**src/rtl/carrier_pkg.sv**
```systemverilog
package carrier_pkg;

    typedef enum logic {
        PH_LOW  = 1'b0,
        PH_HIGH = 1'b1
    } phase_e;

    // bit0 run, bit1 stretch high phase, bit2 slow count source
    typedef struct packed {
        logic src_slow;
        logic stretch;
        logic run;
    } ctrl_t;

endpackage

```
**src/rtl/carrier_prescaler.sv**
```systemverilog
module carrier_prescaler #(
    parameter int FAST_DIV = 2,
    parameter int SLOW_DIV = 8
) (
    input  logic clk,
    input  logic rst_n,
    input  logic restart,
    input  logic slow_sel,
    output logic tick
);
    localparam int MAX_DIV = (SLOW_DIV > FAST_DIV) ? SLOW_DIV : FAST_DIV;
    localparam int DIV_W   = (MAX_DIV > 2) ? $clog2(MAX_DIV) : 1;

    typedef struct packed {
        logic [DIV_W-1:0] cnt;
    } pre_st_t;

    pre_st_t          s_d, s_q;
    logic [DIV_W-1:0] limit;

    always_comb begin
        limit = slow_sel ? DIV_W'(SLOW_DIV - 1) : DIV_W'(FAST_DIV - 1);
        tick  = (s_q.cnt >= limit);
        s_d   = s_q;
        if (restart || tick) begin
            s_d.cnt = '0;
        end else begin
            s_d.cnt = s_q.cnt + 1'b1;
        end
    end

    always_ff @(posedge clk or negedge rst_n) begin
        if (!rst_n) s_q <= '0;
        else        s_q <= s_d;
    end

endmodule

```
**src/rtl/carrier_regs.sv**
```systemverilog
module carrier_regs
    import carrier_pkg::*;
#(
    parameter int CNT_W = 8
) (
    input  logic             clk,
    input  logic             rst_n,
    input  logic [CNT_W-1:0] ld_val,
    input  logic             ld_low_stb,
    input  logic             ld_high_stb,
    input  logic             ctrl_wr_stb,
    input  logic [2:0]       ctrl_wdata,
    input  logic             car_set_stb,
    input  logic             car_clr_stb,
    output logic [CNT_W-1:0] low_rel,
    output logic [CNT_W-1:0] high_rel,
    output ctrl_t            ctrl,
    output logic             car_flag
);
    typedef struct packed {
        logic [CNT_W-1:0] low_rel;
        logic [CNT_W-1:0] high_rel;
        ctrl_t            ctrl;
        logic             car;
    } reg_st_t;

    reg_st_t s_d, s_q;

    always_comb begin
        s_d = s_q;
        if (ld_low_stb)  s_d.low_rel  = ld_val;
        if (ld_high_stb) s_d.high_rel = ld_val;
        if (ctrl_wr_stb) s_d.ctrl     = ctrl_t'(ctrl_wdata);
        if (car_set_stb) s_d.car      = 1'b1;
        if (car_clr_stb) s_d.car      = 1'b0;
    end

    always_ff @(posedge clk or negedge rst_n) begin
        if (!rst_n) begin
            s_q.low_rel  <= '1;
            s_q.high_rel <= '1;
            s_q.ctrl     <= '0;
            s_q.car      <= 1'b0;
        end else begin
            s_q <= s_d;
        end
    end

    assign low_rel  = s_q.low_rel;
    assign high_rel = s_q.high_rel;
    assign ctrl     = s_q.ctrl;
    assign car_flag = s_q.car;

endmodule

```
**src/rtl/carrier_counter.sv**
```systemverilog
module carrier_counter
    import carrier_pkg::*;
#(
    parameter int CNT_W = 8
) (
    input  logic             clk,
    input  logic             rst_n,
    input  logic             load_stb,
    input  logic [CNT_W-1:0] load_val,
    input  logic             tick,
    input  logic             run,
    input  logic             stretch_en,
    input  logic [CNT_W-1:0] low_rel,
    input  logic [CNT_W-1:0] high_rel,
    input  logic             uf_clr,
    output logic [CNT_W-1:0] count,
    output logic             phase_high,
    output logic             uf_flag
);
    typedef struct packed {
        logic [CNT_W-1:0] count;
        phase_e           phase;
        logic             stretched;
        logic             uf;
    } cnt_st_t;

    cnt_st_t s_d, s_q;

    always_comb begin
        s_d = s_q;
        if (uf_clr) s_d.uf = 1'b0;
        if (load_stb) begin
            s_d.count     = load_val;
            s_d.phase     = PH_LOW;
            s_d.stretched = 1'b0;
        end else if (run && tick) begin
            if (s_q.count != '0) begin
                s_d.count = s_q.count - 1'b1;
            end else if (s_q.phase == PH_HIGH && stretch_en && !s_q.stretched) begin
                // hold at zero for one extra source period
                s_d.stretched = 1'b1;
            end else begin
                s_d.uf        = 1'b1;
                s_d.stretched = 1'b0;
                if (s_q.phase == PH_LOW) begin
                    s_d.count = high_rel;
                    s_d.phase = PH_HIGH;
                end else begin
                    s_d.count = low_rel;
                    s_d.phase = PH_LOW;
                end
            end
        end
    end

    always_ff @(posedge clk or negedge rst_n) begin
        if (!rst_n) begin
            s_q.count     <= '1;
            s_q.phase     <= PH_LOW;
            s_q.stretched <= 1'b0;
            s_q.uf        <= 1'b0;
        end else begin
            s_q <= s_d;
        end
    end

    assign count      = s_q.count;
    assign phase_high = (s_q.phase == PH_HIGH);
    assign uf_flag    = s_q.uf;

endmodule

```
**src/rtl/carrier_timer.sv**
```systemverilog
module carrier_timer
    import carrier_pkg::*;
#(
    parameter int CNT_W    = 8,
    parameter int FAST_DIV = 2,
    parameter int SLOW_DIV = 8
) (
    input  logic               clk,
    input  logic               rst_n,
    input  logic [CNT_W/2-1:0] ld_nib_lo,
    input  logic [CNT_W/2-1:0] ld_nib_hi,
    input  logic               ld_low_stb,
    input  logic               ld_high_stb,
    input  logic               ctrl_wr_stb,
    input  logic [2:0]         ctrl_wdata,
    input  logic               car_set_stb,
    input  logic               car_clr_stb,
    input  logic               uf_clr_stb,
    output logic               uf_flag,
    output logic [CNT_W/2-1:0] rd_nib_lo,
    output logic [CNT_W/2-1:0] rd_nib_hi,
    output logic               carr_out
);
    localparam int NIB_W = CNT_W / 2;

    logic [CNT_W-1:0] ld_val;
    logic [CNT_W-1:0] low_rel;
    logic [CNT_W-1:0] high_rel;
    logic [CNT_W-1:0] count;
    ctrl_t            ctrl_q;
    logic             car_flag;
    logic             tick;
    logic             phase_high;

    assign ld_val = {ld_nib_hi, ld_nib_lo};

    carrier_regs #(.CNT_W(CNT_W)) u_regs (
        .clk         (clk),
        .rst_n       (rst_n),
        .ld_val      (ld_val),
        .ld_low_stb  (ld_low_stb),
        .ld_high_stb (ld_high_stb),
        .ctrl_wr_stb (ctrl_wr_stb),
        .ctrl_wdata  (ctrl_wdata),
        .car_set_stb (car_set_stb),
        .car_clr_stb (car_clr_stb),
        .low_rel     (low_rel),
        .high_rel    (high_rel),
        .ctrl        (ctrl_q),
        .car_flag    (car_flag)
    );

    carrier_prescaler #(.FAST_DIV(FAST_DIV), .SLOW_DIV(SLOW_DIV)) u_pre (
        .clk      (clk),
        .rst_n    (rst_n),
        .restart  (ctrl_wr_stb | ld_low_stb),
        .slow_sel (ctrl_q.src_slow),
        .tick     (tick)
    );

    carrier_counter #(.CNT_W(CNT_W)) u_cnt (
        .clk        (clk),
        .rst_n      (rst_n),
        .load_stb   (ld_low_stb),
        .load_val   (ld_val),
        .tick       (tick),
        .run        (ctrl_q.run),
        .stretch_en (ctrl_q.stretch),
        .low_rel    (low_rel),
        .high_rel   (high_rel),
        .uf_clr     (uf_clr_stb),
        .count      (count),
        .phase_high (phase_high),
        .uf_flag    (uf_flag)
    );

    assign rd_nib_lo = count[NIB_W-1:0];
    assign rd_nib_hi = count[CNT_W-1:NIB_W];
    assign carr_out  = ctrl_q.run & car_flag & phase_high;

endmodule

```
**config.mk**
```make
export PLATFORM = sky130hd
export DESIGN_NAME = carrier_timer
export DESIGN_NICKNAME = d
export VERILOG_FILES = /design/src/rtl/carrier_pkg.sv /design/src/rtl/carrier_prescaler.sv /design/src/rtl/carrier_regs.sv /design/src/rtl/carrier_counter.sv /design/src/rtl/carrier_timer.sv
export SDC_FILE = /design/constraint.sdc
export NUM_CORES = 1
export LEC_CHECK = 0
export BUFFER_PORTS_ARGS = -buffer_cell sky130_fd_sc_hd__buf_2
export CAP_MARGIN = 20
export CORE_ASPECT_RATIO = 1.4
export CORE_MARGIN = 2
export CORE_UTILIZATION = 35
export CTS_CLUSTER_DIAMETER = 80
export CTS_CLUSTER_SIZE = 24
export DETAILED_ROUTE_END_ITERATION = 16
export GPL_TIMING_DRIVEN = 1
export SYNTH_ARGS = -nofsm -noshare
export SYNTH_HDL_FRONTEND = slang
export SYNTH_HIERARCHICAL = 1
export SYNTH_SLANG_ARGS = --single-unit
```
**constraint.sdc**
```tcl
create_clock -name clk -period 1.9 [get_ports clk]
set_input_delay 0 -clock clk [delete_from_list [all_inputs] [get_ports clk]]
set_output_delay 0 -clock clk [all_outputs]
set_load 0.05 [all_outputs]
```
# [Yosys cells after proc, flatten, opt, wreduce, memory -nomap -nowiden]
# Index checks and enable logic that the tools add are counted.
[totals] ff_bits=34 inputBits=19 out_inout_bits=10 word_cells=45
[op_classes] n_addsub=2 magnitude_cmp=1 n_eq_ne=3 muxes=14 bitwise=3 reduce_logical=11
[op_table] cell="2-to-1 mux 9 bit" n=2
[op_table] cell="2-to-1 mux 11 bit" n=1
[op_table] cell="2-to-1 mux 10 bit" n=1
[op_table] cell="2-to-1 mux 3 bit" n=3
[op_table] cell="2-to-1 mux 8 bit" n=1
[op_table] cell="nonzero test 8 bit" n=1
[op_table] cell="subtractor 8 x 1 -> 8 bit (second input constant)" n=1
[op_table] cell="2-to-1 mux 1 bit" n=6
[op_table] cell="inequality test 2 bit (second input constant)" n=2
[op_table] cell="AND reduction 2 bit" n=2
[op_table] cell="nonzero test 2 bit" n=2
[op_table] cell="adder 3 x 1 -> 3 bit (second input constant)" n=1
[op_table] cell=">= comparator 3 bit" n=1
[op_table] cell="logical AND 1 bit" n=3
[op_table] cell="inequality test 3 x 2 -> 1 bit (second input constant)" n=1
[op_table] cell="AND reduction 3 bit" n=1
[op_table] cell="bitwise AND 1 bit" n=2
[op_table] cell="logical NOT 1 bit" n=1
[op_table] cell="logical OR 1 bit" n=1
[op_table] cell="bitwise OR 1 bit" n=1

# [Logic depth before layout (Yosys ltp)]
# Gate-level depths: netlist (run 1).
[depth] ltp_word=6 ltp_mapped=9 mapped_depth_nobuf=8

# [Hierarchy]
# The synthesis (run 1) kept the hierarchy.
[modules_own_cells] module="carrier_counter" n_inst=1 cells_each=109 area_each_um2=924.6 seq_area_each_um2=285.3
[modules_own_cells] module="carrier_regs" n_inst=1 cells_each=42 area_each_um2=827.0 seq_area_each_um2=520.5
[modules_own_cells] module="carrier_prescaler" n_inst=1 cells_each=14 area_each_um2=182.7 seq_area_each_um2=75.1
[modules_own_cells] module="carrier_timer" n_inst=1 cells_each=2 area_each_um2=12.5 seq_area_each_um2=0.0

# [Least setup slack after synthesis (run 1)]
# OpenSTA, ideal clock, no wires.
[synth_timing] kind="reg2reg" startpoint="reg, netlist name u_regs/ctrl[2]" endpoint="reg, netlist name u_cnt/count[3]" setup_ns=0.077 arrival_time_ns=1.832 t_required_ns=1.823 path_slack_ns=-0.009 stages_incl_launch_ff=10 n_path_buf=1 period_less_slack_ns=1.909 cell_sequence="dfrtp_1 inv_1 ha_1 a21o_1 a21o_1 a21oi_1 a31oi_1 clkbuf_1 nor2_1 a31oi_1"
[synth_via] elab_chain_len=5
[synth_rtl] element="2-to-1 mux 3 bit" line="carrier_prescaler.sv:22" text="limit = slow_sel ? DIV_W'(SLOW_DIV - 1) : DIV_W'(FAST_DIV - 1);"
[synth_rtl] element=">= comparator 3 bit" line="carrier_prescaler.sv:23" text="tick = (s_q.cnt >= limit);"
[synth_rtl] element="named net tick" line="carrier_timer.sv:32" text="logic tick;"
[synth_rtl] element="logical AND 1 bit" line="carrier_counter.sv:36" text="end else if (run && tick) begin"
[synth_rtl] element="nonzero test 2 bit (no line)"
[synth_rtl] element="AND reduction 2 bit (no line)"
# The timed path passes the listed nets, and every way through them passes these cells.
# A chain may end at the register's enable or synchronous reset.

# [Final worst setup path (run 1)]
[layout_timing] startpoint="reg u_pre/s_q[1] (netlist bit)" endpoint="reg, netlist name u_cnt/count[6]"
[layout_via] elab_chain_len=4
[layout_rtl] element="start: declaration" line="carrier_prescaler.sv:18" text="pre_st_t s_d, s_q;"
[layout_rtl] element="start signal: assignment" line="carrier_prescaler.sv:33" text="if (!rst_n) s_q <= '0;"
[layout_rtl] element="start signal: assignment" line="carrier_prescaler.sv:34" text="else s_q <= s_d;"
[layout_rtl] element=">= comparator 3 bit" line="carrier_prescaler.sv:23"
[layout_rtl] element="named net tick" line="carrier_timer.sv:32"
[layout_rtl] element="logical AND 1 bit" line="carrier_counter.sv:36"
[layout_rtl] element="nonzero test 2 bit (no line)"
[layout_rtl] element="AND reduction 2 bit (no line)"
# The timed path passes the listed nets, and every way through them passes these cells.

==> results of run 1 <==
[routing by layer]
| layer | vias up | wire, um | track usage |
|---|---|---|---|
| li1 | 710 | - | - |
| met1 | 729 | 1840 | 0.189 |
| met2 | 25 | 2070 | 0.248 |
| met3 | 5 | 123 | 0.0233 |
| met4 | 0 | 68 | 0.0527 |
| met5 | - | 0 | 0 |
[sequential cells by signal, indices dropped and copies added, names as in the netlist]
name,cells
u_cnt/s_q,1
u_regs/high_rel,8
u_regs/ctrl,3
u_regs/low_rel,8
u_cnt/count,8
u_cnt/uf_flag,1
u_pre/s_q,3
u_cnt/phase_high,1
u_regs/car_flag,1
[critical path: stages (launching register included)]
cell      delay (ns)
dfrtp_1         0.41
ha_4            0.27
a21o_1          0.11
a21o_1          0.17
nand3b_1        0.27
a311o_1         0.41
a31oi_1         0.14
[how the worst min path moves through the flow]
| stage | cells past startpoint | endpoint | slack (ns) |
|---|---|---|---|
| 2_1_floorplan | 0 | u_cnt/phase_high | -0.30 |
| 3_3_place_gp | 1 | u_regs/car_flag | 0.11 |
| 3_5_place_dp | 1 | u_cnt/uf_flag | 0.11 |
| 4_1_cts | 2 | u_regs/ctrl[0] | 0.01 |
| 5_1_grt | 2 | u_regs/ctrl[0] | 0.02 |
| 6_report | 2 | u_regs/ctrl[0] | 0.01 |
[placed cells by master, fill, tap and decap left out, types with 3 or more instances in the layout]
master and n:
and3_1 3, inv_1 6, nor2_1 8, xor2_1 3, a31oi_1 6, mux2i_1 10
dlygate4sd3_1 15, dfrtp_1 10, dfstp_2 24, mux2_2 3, nand2_1 12, buf_4 18
clkbuf_8 6, nor3_1 3, ha_1 4, mux2_4 16, buf_2 28
[cell type report]
type                       count  area [um^2]  area share
timing repair buffer          62          437       0.174
multi-input combinational    111          988       0.394
sequential                    34          881       0.351
inverter                       7         26.3      0.0105
clock buffer                   8         90.1      0.0359
tap                           68         85.1      0.0339
[report_power, final]
group | switching [uW] | internal [uW]
logic | 239 | 207
clock network | 250 | 295
registers | 48.9 | 828
total | 538 | 1330
[timing repair]
item                       in CTS  in global routing
gates resized for setup         1                 11
setup buffers                   0                  3
setup endpoints to repair       1                  8
pin swaps                       0                  9
hold endpoints to repair       34                  0
hold buffers                   15                  0
[metrics by stage]
stage               std cells  hold WS (ns)
floorplan                 167        -0.296
global placement          264         0.112
detailed placement        264         0.109
CTS                       287        0.0105
global route              290        0.0157
finish                    290        0.0102
[cells by family (layout without fill, tap and decap cells)]
kind of cell             after synthesis  count (layout)  share of synthesized area
AO/OA/AOI/OAI                         34              34                      0.136
XOR/XNOR                               4               4                     0.0180
adder cells (fa/ha/maj)                5               5                     0.0321
buffers and inverters                 22              77                     0.0662
flip-flops                            34              34                      0.452
multiplexers                          29              29                      0.192
AND/OR/NAND/NOR                       39              39                      0.103
==> run_results.csv, run 1 <==
group,metric,value,unit
sta,timing.fmax,536,MHz
routing,drc,0,
routing,ant_nets,0,
layout,fin_area,2510,um^2
sta,clock_skew,0.00821,ns
synthesis,synth_common_cells,"dfstp_2 (24), mux2_4 (16), nand2_1 (12)",
synthesis,synth_cell_type_count,46,
worst_setup_path,startpoint,"u_pre/s_q[1]",
sta,fin_ws,0.0331,ns
routing,route.vias.total,1469,
synthesis,synth-seq-area-share,0.452,
sta,finalCriticalPeriod,1.87,ns
worst_hold_path,min_path_type,"in2reg",
place,post-dp-hpwl,2910,um
power,leakagePower,0.00110,uW
routing,routed_wire_length_per_instance,14.1,um
worst_setup_path,ff2ff_path_depth,6,
power,total_power,1870,uW
global_route,grt_usage,0.148,
place,place_ws,0.00771,ns
clock_network,cts.clk_slew.worst_paths,0.07,ns
worst_setup_path,critPathArrivalTime,2.07,ns
layout,final_nets,245,
sta,tightest_slew,0.720,ns
routing,vias_per_cell,5.07,
synthesis,async_flop_share,1.00,
clock_network,cts_tree,"built",
worst_setup_path,end_kind,"flop",
sta,finalHoldViolCount,0,
synthesis,synth_nets,191,
flow_run,maxCapViolCount,0,
die,initial_utilization,0.358,
place,port-buffer-count,28,
synthesis,ys_seq_elements,34,
die,die_x,67.0,um
die,die-area,6180,um^2
routing,first_pass_iters,4,
worst_setup_path,reg2reg_from,"u_pre/s_q[1]",
die,core,5450,um^2
synthesis,netlist_area,1950,um^2
power,peakVddDrop,402,uV
layout,fillers,548,
sta,finalCritPeriodShare,0.983,
global_route,grt_pass1_wl,7030,um
global_route,grt_max_degree,35,
power,p_per_area,746,nW/um^2
worst_setup_path,cp_max_fo,7,
clock_network,ctsLongestPathBuffers,2,
worst_hold_path,hp-start,"ctrl_wr_stb",
worst_setup_path,required,2.10,ns
worst_setup_path,reg2reg_slack,0.03,ns
status,status,"finished clean",
global_route,antenna_found_initial,0,
routing,drtIter0Drc,36,
sta,tns,0,ns
layout,area_delta_synth_final,28.8,%
layout,finalCoreUtilization,0.460,
die,row_count,32,
sta,rsz0062_at_grt,"true",
die,die_h,92.2,um
synthesis,synth_enable_flop_cells,0,
clock_network,cts_buffers,5,
worst_setup_path,start_kind,"flop",
sta,slew_headroom,0.520,
synthesis,synthCells,167,
worst_setup_path,rr_endpoint,"u_cnt/count[6]",
routing,wl,4100,um
place,place.gp.congestion,0.795,
worst_setup_path,crit_end,"u_cnt/count[6]",
synthesis,synth_top_cell_by_area,"dfstp_2",
global_route,overflow,0,
worst_setup_path,critical_path_class,"reg2reg",
clock_network,clock-sinks,34,
synthesis,synth.top_cell.area_share,0.324,
synthesis,yosysWarningCount,6,
synthesis,yosysMostFrequentCell,"dfstp_2",
layout,drive_gt1_frac,0.486,
synthesis,synthTopCellsByArea,"dfstp_2 (32%), dfrtp_1 (13%), mux2_4 (12%), mux2i_1 (5.1%), ha_1 (3.2%)",
sta,finalSetupViolCount,0,
synthesis,syn_avg_cell_area,11.7,um^2
global_route,grt_pass1_vias,1492,
clock_network,root_buffer,"clkbuf_8",
clock_network,htree_levels,2,
clock_network,worstSkewPairLatency,0.29,ns
sta,report.final.slew_viol_count,0,
layout,antenna_cells,0,
die,ios,29,
synthesis,synth_top_flop_cell,"dfstp_2",
place,dpl_cell_area,2190,um^2
(Power assumes the default switching activity.)
==> run 2: changes to the inputs <==
PLACE_DENSITY = 0.59   (was unset)
==> run 2 against run 1 <==
Net effect:
- total power grew 3.2%
- sequential power is essentially flat
- design area shrank 1.3%
- clock power grew 14%
- critical path depth is the same
- routed wire length grew 4.7%
- setup slack gained 0.00050 ns
- register-to-register slack is essentially flat
- final cell count shrank 0.69%
- critical endpoint unchanged
- largest power group unchanged
==> run_results.csv, run 2 (synthesized netlist as in run 1, its figures left out) <==
group,metric,value,unit
worst_setup_path,end_kind,"flop",
worst_setup_path,path_cells,"ha_4, a21o_1, a21o_1, nand3b_1, a311o_1, a31oi_1",
sta,clock_skew,0.00385,ns
worst_setup_path,worst_path_max_delay_cell,"dfrtp_1",
layout,multi_input_area,953,um^2
die,die_h,92.2,um
routing,first_pass_iters,4,
worst_setup_path,start_kind,"flop",
global_route,grt_pass1_vias,1459,
sta,finalHoldViolCount,0,
layout,top_regs,"u_cnt/count x8, u_regs/high_rel x8, u_regs/low_rel x8",
sta,timing.fmax,536,MHz
sta,finalCritPeriodShare,0.982,
die,ios,29,
worst_setup_path,ff2ff_path_depth,6,
global_route,grt_pass1_wl,7200,um
worst_hold_path,min_path_type,"in2reg",
routing,wl,4290,um
worst_hold_path,hold_depth,2,
place,post-dp-hpwl,3010,um
sta,tightest_slew,0.770,ns
power,p_per_area,780,nW/um^2
clock_network,clock-sinks,34,
routing,drc,0,
sta,finalCriticalPeriod,1.87,ns
worst_setup_path,critical_path_class,"reg2reg",
clock_network,ctsLongestPathBuffers,2,
global_route,grt_usage,0.154,
worst_setup_path,critPathMaxStageDelay,0.41,ns
status,status,"finished clean",
layout,drive_gt1_frac,0.473,
routing,ant_nets,0,
layout,final_common_cell,"buf_2",
global_route,grt_max_degree,35,
routing,route.vias.total,1480,
layout,final_nets,243,
sta,slew_headroom,0.487,
die,initial_utilization,0.358,
routing,vias_per_cell,5.14,
sta,rsz0062_at_grt,"true",
worst_setup_path,critPathArrivalTime,2.08,ns
die,die-area,6180,um^2
worst_setup_path,required,2.11,ns
sta,finalSetupViolCount,0,
power,leakagePower,0.00110,uW
clock_network,cts_tree,"built",
flow_run,maxCapViolCount,0,
sta,report.final.slew_viol_count,0,
power,peakVddDrop,330,uV
worst_setup_path,crit_top_cell,"a21o_1",
routing,drtIter0Drc,43,
global_route,overflow,0,
layout,mostFrequentLayoutCells,"buf_2 (28), dfstp_2 (24), buf_4 (17), mux2_4 (16), dlygate4sd3_1 (15)",
die,row_count,32,
die,core,5450,um^2
sta,whs,0.0193,ns
die,die_x,67.0,um
clock_network,cts.clk_slew.worst_paths,0.07,ns
place,port-buffer-count,28,
layout,finalCoreUtilization,0.454,
layout,area_delta_synth_final,27.1,%
global_route,antenna_found_initial,0,
clock_network,worstSkewPairLatency,0.28,ns
clock_network,cts_buffers,5,
clock_network,htree_levels,2,
worst_setup_path,cp_max_fo,7,
routing,routed_wire_length_per_instance,14.9,um
layout,fillers,557,
place,place.gp.congestion,0.804,
layout,antenna_cells,0,
layout,regArea,881,um^2
clock_network,root_buffer,"clkbuf_8",
-- run 2: changes by cell type in the layout (fill, tap and decap cells not counted), moves of 2 or more --
| cell | previous run | this run |
|---|---|---|
| o21ai_0 | 2 | 4 |
| clkbuf_1 | 2 | 0 |
| o21ai_1 | 2 | 0 |
| clkbuf_8 | 6 | 8 |
-- run 2: repair_timing --
action | in CTS | in global routing
hold endpoints to repair | 35 | 0
setup buffers | 0 | 2
gates resized for setup | 0 | 4
hold buffers | 15 | 0
endpoints found under the setup margin | 0 | 8
-- run 2: per-layer routing --
| metal | GRT usage | wire length (um) | vias up |
|---|---|---|---|
| met5 | 0 | 0 | - |
| met4 | 0.0544 | 57 | 0 |
| met3 | 0.0344 | 140 | 7 |
| met2 | 0.243 | 2220 | 32 |
| met1 | 0.203 | 1880 | 735 |
| li1 | - | - | 706 |
-- run 2: final cells by class --
class / instances / area share
repair buffers: 60 / 0.169
well taps: 68 / 0.0344
inverters: 7 / 0.0106
multi-input cells: 111 / 0.385
flip-flops and latches: 34 / 0.356
clock buffers: 8 / 0.0445
-- run 2: power breakdown --
part / total [uW] / switching, uW / internal [uW]
registers: 878 / 49.8 / 828
clock network: 620 / 254 / 366
logic: 432 / 232 / 200
-- run 2: through the flow --
step                setup slack, ns  TNS, ns  area (um^2)  cells  power [uW]
CTS                         0.00152        0         2440    286        1950
global route                -0.0216  -0.0573         2470    288        2040
finish                       0.0336        0         2470    288        1930
global placement             0.0508        0         2180    263        1290
detailed placement           0.0268        0         2180    263        1290
floorplan                    0.0577        0         1950    167        1180
-- run 2: worst paths after layout --
check,startpoint,end,slack [ns]
setup / recovery,u_pre/s_q[1],u_cnt/count[6],0.03
hold / removal,ctrl_wr_stb,u_regs/ctrl[0],0.02
setup reg to reg,u_pre/s_q[1],u_cnt/count[6],0.03
hold reg to reg,u_pre/s_q[0],u_pre/s_q[0],0.50
max in group asynchronous,rst_n,u_pre/s_q[2],1.08
min in group asynchronous,rst_n,u_cnt/uf_flag,0.33
-- run 2: worst max-delay path, delay by kind of cell (launching register included) --
kind | cells | cell delay, ns
compound gates | 4 | 0.84
flops | 1 | 0.41
fa+ha+maj | 1 | 0.27
simple gates | 1 | 0.27
==> run 3: changes to the inputs <==
BUFFER_PORTS_ARGS = -buffer_cell sky130_fd_sc_hd__buf_4   (was -buffer_cell sky130_fd_sc_hd__buf_2)
==> run 3 against run 2 <==
Net effect:
- critical path depth is 2 higher
- highest routed layer unchanged
- critical endpoint is now u_cnt/count[5]
- die area stayed put
- final cell count is 1.4% higher
- sequential power hardly changed
- global-route usage is 0.65 points higher
- total power is 1.4% lower
- fmax is 0.16% higher
- flip-flop and latch count stayed put
- combinational power is 9.3% higher
- design area is 4.1% higher
==> run_results.csv, run 3 (synthesized netlist as in run 1, its figures left out) <==
group,metric,value,unit
status,status,"finished clean",
layout,final_common_cell,"buf_4",
place,port-buffer-count,28,
die,die_h,92.2,um
die,die-area,6180,um^2
worst_setup_path,start_kind,"flop",
die,row_count,32,
routing,vias_per_cell,5.02,
layout,antenna_cells,0,
global_route,grt_usage,0.160,
place,post-dp-hpwl,2980,um
worst_setup_path,cp_top_family,"compound AO/OA/AOI/OAI gates",
power,peakVddDrop,400,uV
clock_network,cts.clk_slew.worst_paths,0.07,ns
layout,regArea,881,um^2
layout,finalCoreUtilization,0.473,
clock_network,cts_tree,"built",
layout,mostFrequentLayoutCells,"buf_4 (45), dfstp_2 (24), dlygate4sd3_1 (18), mux2_4 (16), nand2_1 (12)",
worst_setup_path,worst_path_max_delay_cell,"dfrtp_1",
layout,fillers,555,
power,seq_power_share,0.461,
die,initial_utilization,0.358,
sta,report.final.slew_viol_count,0,
die,core,5450,um^2
power,total_power,1900,uW
sta,tightest_slew,0.500,ns
global_route,grt_pass1_vias,1532,
worst_setup_path,critical_path_class,"reg2reg",
power,p_comb_frac,0.248,
worst_setup_path,critPathArrivalTime,2.08,ns
routing,routed_wire_length_per_instance,14.9,um
worst_setup_path,critPathMaxStageDelay,0.34,ns
worst_setup_path,required,2.12,ns
sta,whs,0.0774,ns
global_route,antenna_found_initial,0,
flow_run,maxCapViolCount,0,
global_route,overflow,0,
worst_setup_path,path_cells,"inv_1, ha_1, a21o_1, a21o_1, nand2_1, nor2_1, o311ai_2, a31oi_1",
power,leakagePower,0.00113,uW
clock_network,cts_buffers,5,
place,place.gp.congestion,0.756,
sta,finalCritPeriodShare,0.981,
clock_network,htree_levels,2,
layout,stdcell_count,292,
clock_network,worstSkewPairLatency,0.29,ns
clock_network,root_buffer,"clkbuf_8",
sta,finalCriticalPeriod,1.86,ns
sta,slew_headroom,0.662,
clock_network,ctsLongestPathBuffers,2,
clock_network,clock-sinks,34,
place,place_inst,264,
worst_setup_path,crit_top_cell,"a21o_1",
power,p_per_area,739,nW/um^2
routing,wl,4370,um
layout,final_nets,247,
worst_hold_path,min_path_type,"in2reg",
global_route,grt_max_degree,35,
layout,multi_input_area,963,um^2
routing,drtIter0Drc,36,
worst_setup_path,critPathBufInv,1,
power,clkPwrFrac,0.291,
layout,area_delta_synth_final,32.3,%
power,p_switching,549,uW
worst_setup_path,end_kind,"flop",
layout,top_regs,"u_cnt/count x8, u_regs/high_rel x8, u_regs/low_rel x8",
die,ios,29,
layout,drive_gt1_frac,0.464,
power,swShare,0.288,
routing,first_pass_iters,5,
global_route,grt_pass1_wl,7400,um
sta,timing.fmax,537,MHz
sta,clock_skew,0.00306,ns
sta,finalHoldViolCount,0,
routing,route.vias.total,1467,
sta,finalSetupViolCount,0,
worst_setup_path,cp_max_fo,4,
routing,drc,0,
power,internal-power,1360,uW
routing,ant_nets,0,
die,die_x,67.0,um
[run 3: final timing paths]
| kind | endpoint | from | slack (ns) | depth (start not counted) |
|---|---|---|---|---|
| hold / removal | u_pre/s_q[2] | ctrl_wr_stb | 0.08 | 3 |
| setup / recovery | u_cnt/count[5] | u_regs/ctrl[2] | 0.04 | 8 |
| max in group asynchronous | u_cnt/count[2] | rst_n | 1.37 | 2 |
| setup reg to reg | u_cnt/count[5] | u_regs/ctrl[2] | 0.04 | 8 |
| hold reg to reg | u_pre/s_q[0] | u_pre/s_q[0] | 0.49 | 1 |
| min in group asynchronous | u_regs/car_flag | rst_n | 0.19 | 2 |
[run 3: worst reg2reg max path: cells and delay by family (launching register included)]
family	cells	cell delay, ns
AOI/OAI and AO/OA	4	0.71
adders and majority gates	1	0.27
buffers and inverters	1	0.06
DFF	1	0.34
and+or+nand+nor	2	0.42
[run 3: routing by layer]
metal / vias up / part of all wire / track usage
met5: - / 0 / 0
met3: 5 / 0.033 / 0.0319
met1: 720 / 0.43 / 0.199
met4: 0 / 0.023 / 0.0765
li1: 717 / - / -
met2: 25 / 0.51 / 0.260
[run 3: power by group through the flow]
stage | Combinational, uW | Sequential (uW) | Clock [uW]
4_1_cts | 464 | 878 | 573
3_3_place_gp | 426 | 888 | 0
2_1_floorplan | 299 | 882 | 0
3_5_place_dp | 428 | 889 | 0
6_report | 472 | 878 | 554
5_1_grt | 514 | 890 | 594
[run 3: what timing repair did]
action / 4_1_cts / 5_1_grt
setup buffers: 0 / 2
endpoints found under the hold margin: 59 / 0
hold buffers: 18 / 0
pin swaps: 0 / 2
gates resized for setup: 1 / 6
gates cloned: 0 / 0
endpoints found under the setup margin: 1 / 7
[run 3: stage by stage]
stage                     setup TNS, ns  cell area [um^2]  setup slack (ns)
after floorplan                       0              1950            0.0577
after global placement                0              2260           0.00591
after detailed placement       -0.00407              2260          -0.00407
after CTS                             0              2530            0.0240
after global routing            -0.0215              2580           -0.0111
final                                 0              2580            0.0366
[run 3: cell type report]
type                       count  share of cell area
clock inverter                 1             0.00194
sequential                    34               0.342
tap                           68              0.0330
inverter                       7              0.0102
multi-input combinational    111               0.374
clock buffer                   7              0.0335
timing repair buffer          64               0.205
